==> src/rtl/bkpt_pkg.sv <==
package bkpt_pkg;
   // Breakpoint source positions inside the merged cause vector
   typedef enum logic [1:0] {
      SRC_THRESH = 2'd0,
      SRC_SVC    = 2'd1,
      SRC_BURST  = 2'd2
   } bkpt_src_e;

   localparam int unsigned NUM_SRC = 3;
endpackage

==> src/rtl/bkpt_work_ctr.sv <==
module bkpt_work_ctr #(
   parameter int unsigned CNT_W = 8
) (
   input  logic             clk,
   input  logic             rst_n,
   input  logic             count_i,
   input  logic             reload_i,
   input  logic [CNT_W-1:0] thr_i,
   output logic             hit_o
);
   localparam int unsigned CW   = CNT_W + 1;
   localparam int unsigned FULL = 1 << CNT_W;

   logic [CW-1:0] work_q;
   logic [CW-1:0] load_v;
   logic [CW-1:0] base_v;
   logic [CW-1:0] next_v;
   logic          hit_v;

   // zero threshold stands for the full range
   always_comb begin
      load_v = (thr_i == '0) ? CW'(FULL) : {1'b0, thr_i};
   end

   // channel change reloads first; a same-cycle frame counts against the new load
   always_comb begin
      base_v = reload_i ? load_v : work_q;
      next_v = base_v;
      hit_v  = 1'b0;
      if (count_i) begin
         if (base_v == CW'(1)) begin
            hit_v  = 1'b1;
            next_v = load_v;
         end else begin
            next_v = base_v - CW'(1);
         end
      end
   end

   always_ff @(posedge clk or negedge rst_n) begin
      if (!rst_n) begin
         work_q <= CW'(FULL);
      end else begin
         work_q <= next_v;
      end
   end

   assign hit_o = hit_v;
endmodule

==> src/rtl/bkpt_merge.sv <==
module bkpt_merge
   import bkpt_pkg::*;
#(
   parameter bit REG_OUT = 1'b1
) (
   input  logic               clk,
   input  logic               rst_n,
   input  logic [NUM_SRC-1:0] src_i,
   input  logic [NUM_SRC-1:0] en_i,
   output logic               pulse_o
);
   logic cause;

   assign cause = |(src_i & en_i);

   generate
      if (REG_OUT) begin : g_reg
         logic pulse_q;
         always_ff @(posedge clk or negedge rst_n) begin
            if (!rst_n) begin
               pulse_q <= 1'b0;
            end else begin
               pulse_q <= cause;
            end
         end
         assign pulse_o = pulse_q;
      end else begin : g_comb
         logic unused_clk;
         assign unused_clk = clk ^ rst_n;
         assign pulse_o    = cause;
      end
   endgenerate
endmodule

==> src/rtl/frame_bkpt_gen.sv <==
module frame_bkpt_gen
   import bkpt_pkg::*;
#(
   parameter int unsigned CNT_W   = 8,
   parameter bit          REG_OUT = 1'b1
) (
   input  logic             clk,
   input  logic             rst_n,
   input  logic             frame_stb_i,
   input  logic             svc_end_stb_i,
   input  logic             chan_chg_stb_i,
   input  logic [CNT_W-1:0] thresh_i,
   input  logic             en_thresh_i,
   input  logic             en_svc_i,
   input  logic             en_burst_i,
   output logic             bkpt_o
);
   generate
      if (CNT_W < 2 || CNT_W > 16) begin : g_bad_width
         $error("frame_bkpt_gen: CNT_W must lie in 2..16");
      end
   endgenerate

   logic               thr_hit;
   logic [NUM_SRC-1:0] src_vec;
   logic [NUM_SRC-1:0] en_vec;

   bkpt_work_ctr #(.CNT_W(CNT_W)) u_ctr (
      .clk      (clk),
      .rst_n    (rst_n),
      .count_i  (frame_stb_i & en_thresh_i),
      .reload_i (chan_chg_stb_i),
      .thr_i    (thresh_i),
      .hit_o    (thr_hit)
   );

   always_comb begin
      src_vec             = '0;
      en_vec              = '0;
      src_vec[SRC_THRESH] = thr_hit;
      src_vec[SRC_SVC]    = svc_end_stb_i;
      src_vec[SRC_BURST]  = chan_chg_stb_i;
      en_vec[SRC_THRESH]  = 1'b1;
      en_vec[SRC_SVC]     = en_svc_i;
      en_vec[SRC_BURST]   = en_burst_i;
   end

   bkpt_merge #(.REG_OUT(REG_OUT)) u_merge (
      .clk     (clk),
      .rst_n   (rst_n),
      .src_i   (src_vec),
      .en_i    (en_vec),
      .pulse_o (bkpt_o)
   );
endmodule

==> config.mk <==
export PLATFORM = sky130hd
export DESIGN_NAME = frame_bkpt_gen
export DESIGN_NICKNAME = d
export VERILOG_FILES = /design/src/rtl/bkpt_pkg.sv /design/src/rtl/bkpt_work_ctr.sv /design/src/rtl/bkpt_merge.sv /design/src/rtl/frame_bkpt_gen.sv
export SDC_FILE = /design/constraint.sdc
export NUM_CORES = 1
export LEC_CHECK = 0
export BUFFER_PORTS_ARGS = -buffer_cell sky130_fd_sc_hd__buf_4
export CAP_MARGIN = 5
export CORE_AREA = 2 2 47 49
export DETAILED_ROUTE_END_ITERATION = 7
export DIE_AREA = 0 0 49 51
export GPL_ROUTABILITY_DRIVEN = 1
export GPL_TIMING_DRIVEN = 0
export PLACE_DENSITY = 0.81
export RECOVER_POWER = 25
export SYNTH_ARGS = -nofsm -noshare
export SYNTH_HDL_FRONTEND = slang
export SYNTH_SLANG_ARGS = --single-unit
==> constraint.sdc <==
create_clock -name clk -period 2.8 [get_ports clk]
set_clock_uncertainty 0.2 [all_clocks]
set_input_delay 0.56 -clock clk [delete_from_list [all_inputs] [get_ports clk]]
set_output_delay 0.56 -clock clk [all_outputs]
set_load 0.005 [all_outputs]
==> flow_summary.json <==
{
  "syn_inst": 105,
  "antenna_found_initial": 0,
  "path_cells": "buf_4, buf_6, nand2b_1, and2_1, ha_2, nor4b_4, nor2_2, or4_1, xnor2_1, o31a_1",
  "synth_top_cell_by_area": "dfrtp_1",
  "num_io_pins": 17,
  "fin_hold_ws_ns": 0.324,
  "nFillCells": 190,
  "drc": 0,
  "area_delta_synth_final_pct": 26.4,
  "cts_root_buf": "clkbuf_4",
  "routed_via_density": 6.04,
  "clock_latency_ns": 0.27,
  "synth_area_per_cell_um2": 9.02,
  "slew_headroom_pct": 60.1,
  "final-seq-area_um2": 251,
  "grt_pass1_wl_mm": 4.33,
  "worstPathArrival_ns": 2.61,
  "synthArstFlopShare_pct": 100,
  "netlist.area_leader.share_pct": 23.8,
  "cp.required_ns": 2.76,
  "yosysUniqueCellTypes": 44,
  "power-per-cell-area_mw_per_mm2": 368,
  "grt_max_degree": 11,
  "nets": 148,
  "netlist_area_um2": 947,
  "wl_met2_mm": 1.36,
  "multiInputGateArea_um2": 694,
  "grt_pass1_vias": 981,
  "postPlaceCellArea_mm2": 0.00112,
  "fmax_mhz": 377,
  "yosysWarnings": 0,
  "cp_slowest_cell": "or4_1",
  "drt-total-wl_mm": 2.54,
  "diodes": 0,
  "synth_commonest_cells": "nor2_1 (19), dfrtp_1 (9), nand2_1 (7), a21oi_1 (4), clkbuf_1 (4)",
  "min-delay-path-class": "input pin to register",
  "cts_tree": "yes",
  "wl_per_cell_um": 16.1,
  "drt-met1-wl_mm": 1.02,
  "htreeDepth": 1,
  "path_buf_inv": 2,
  "yosysMostFrequentCell": "nor2_1",
  "hold_violations": 0,
  "drive_gt1_share_pct": 30.8,
  "syn-num-nets": 122,
  "tightest_slew_ns": 0.593,
  "critPathLaunchType": "input pin",
  "portBuffers": 16,
  "status": "complete, no violations",
  "vias": 955,
  "drtIter0Drc": 32,
  "preCtsSetupSlack_ns": -0.407,
  "cts_buffers": 3,
  "ir_worst_vdd_mv": 0.315,
  "highest_layer": "met4",
  "ys.flop_type": "dfrtp_1",
  "setup_ws_ns": 0.151,
  "synth_seq_cells": 10,
  "die_area_mm2": 0.00250,
  "core.rowCount": 17,
  "gr-total-overflow": 0,
  "synth.yosys.seq_area_share_pct": 26.6,
  "period_share_pct": 94.6,
  "worstPathMaxFanout": 11,
  "first_pass_iters": 4,
  "grtUsageTotal_pct": 22.4,
  "setup_viol": 0,
  "coreArea_mm2": 0.00206,
  "die_h_um": 51,
  "routed-wl-met3_um": 121,
  "clk_pin_slew_ns": 0.07,
  "critPathMaxStageDelay_ns": 0.44,
  "fin_util_pct": 58.0,
  "place_hpwl_mm": 1.86,
  "min_period_ns": 2.65,
  "final_antenna_net_count": 0,
  "gp_congestion": 0.865,
  "p_leak_nw": 0.467,
  "cts_buffer_depth": 2,
  "rsz0062_at_grt": "false",
  "cts.sinks": 10,
  "worstSetupPathType": "input pin to register",
  "final_area_mm2": 0.00120,
  "fp.dieW_um": 49,
  "path_delay_family": "simple AND/OR/NAND/NOR gates",
  "synthTopCellsByArea": "dfrtp_1 (24%), nor2_1 (7.5%), nor4b_4 (5.0%), nor4b_2 (3.2%), dfstp_2 (2.8%)",
  "end_kind": "register",
  "max_cap_violations": 0,
  "maxSlewViolCount": 0,
  "start_util_pct": 45.9,
  "synth_edf_count": 0
}
## through the flow
| stage | power, W | instances | TNS (ns) |
|---|---|---|---|
| after global placement | 0.000313 | 149 | -0.334 |
| after global routing | 0.000465 | 158 | 0 |
| final | 0.000441 | 158 | 0 |
| after CTS | 0.000437 | 156 | 0 |
| after floorplan | 0.000266 | 105 | 0 |
| after detailed placement | 0.000320 | 149 | -0.407 |
## logic make-up (layout without fill, tap and decap cells)
family,after synthesis,in the layout,share of synthesized area [%]
mux,2,2,3.43
flops,10,10,26.6
compound gates,31,31,26.6
fa+ha+maj,1,1,1.32
simple gates,49,49,33.4
xor+xnor,6,6,5.55
buf+inv,6,31,3.17
## where the power goes
part	leakage [nW]	internal (W)	switching (W)
Combinational	0.333	0.0000713	0.0000740
Clock	0.0150	0.0000552	0.0000570
Sequential	0.119	0.000161	0.0000223
## layout by cell type, fill, tap and decap left out, types with 2 or more instances in the layout
cell / count
a221o_1: 2
dfrtp_1: 9
nor3_1: 2
a211oi_1: 3
nand2_1: 7
o31a_1: 2
nor4_1: 3
clkbuf_4: 3
xnor2_1: 3
nand2b_1: 2
nor4b_4: 3
o211ai_1: 3
nor2_1: 18
nor4_2: 2
xor2_1: 3
clkbuf_1: 5
o21ai_0: 3
a22oi_1: 3
a21oi_1: 4
or3_1: 2
buf_4: 20
and2_1: 2
## path summary, 6_finish.rpt
path	from	to	slack, ns	cells after the start
max in group asynchronous	rst_n	u_merge.pulse_o$_DFF_PN0_	1.41	2
worst min register to register	u_ctr.work_q[0]$_DFF_PN0_	u_ctr.work_q[0]$_DFF_PN0_	0.46	2
worst max register to register	u_ctr.work_q[1]$_DFF_PN0_	u_ctr.work_q[6]$_DFF_PN0_	0.43	8
worst min-delay path	en_burst_i	u_merge.pulse_o$_DFF_PN0_	0.32	2
worst max-delay path	chan_chg_stb_i	u_ctr.work_q[6]$_DFF_PN0_	0.15	10
min in group asynchronous	rst_n	u_ctr.work_q[0]$_DFF_PN0_	0.60	2
## cell type report
type / instances / share of cell area, %
multi-input combinational: 89 / 58.0
tap: 28 / 2.93
sequential: 10 / 21.0
buffer: 4 / 1.88
timing repair buffer: 22 / 13.7
inverter: 1 / 0.313
clock buffer: 4 / 2.19
## per-layer routing
| metal | vias to the layer above | GRT usage (%) |
|---|---|---|
| met3 | 5 | 2.34 |
| met2 | 31 | 42.2 |
| met4 | 0 | 9.05 |
| li1 | 463 | - |
| met1 | 456 | 25.8 |
| met5 | - | 0 |
## state kept, by name, summed over array words and instances (netlist names)
| name | count |
|---|---|
| u_ctr.work_q | 9 |
| u_merge.pulse_o | 1 |
## repair_timing
action / CTS / global route
endpoints found under the setup margin: 1 / 1
endpoints found under the hold margin: 9 / 0
gates resized for setup: 1 / 4
setup buffers: 2 / 3
gates cloned: 0 / 0
pin swaps: 1 / 0
hold buffers: 1 / 0
(Power assumes the default switching activity.)
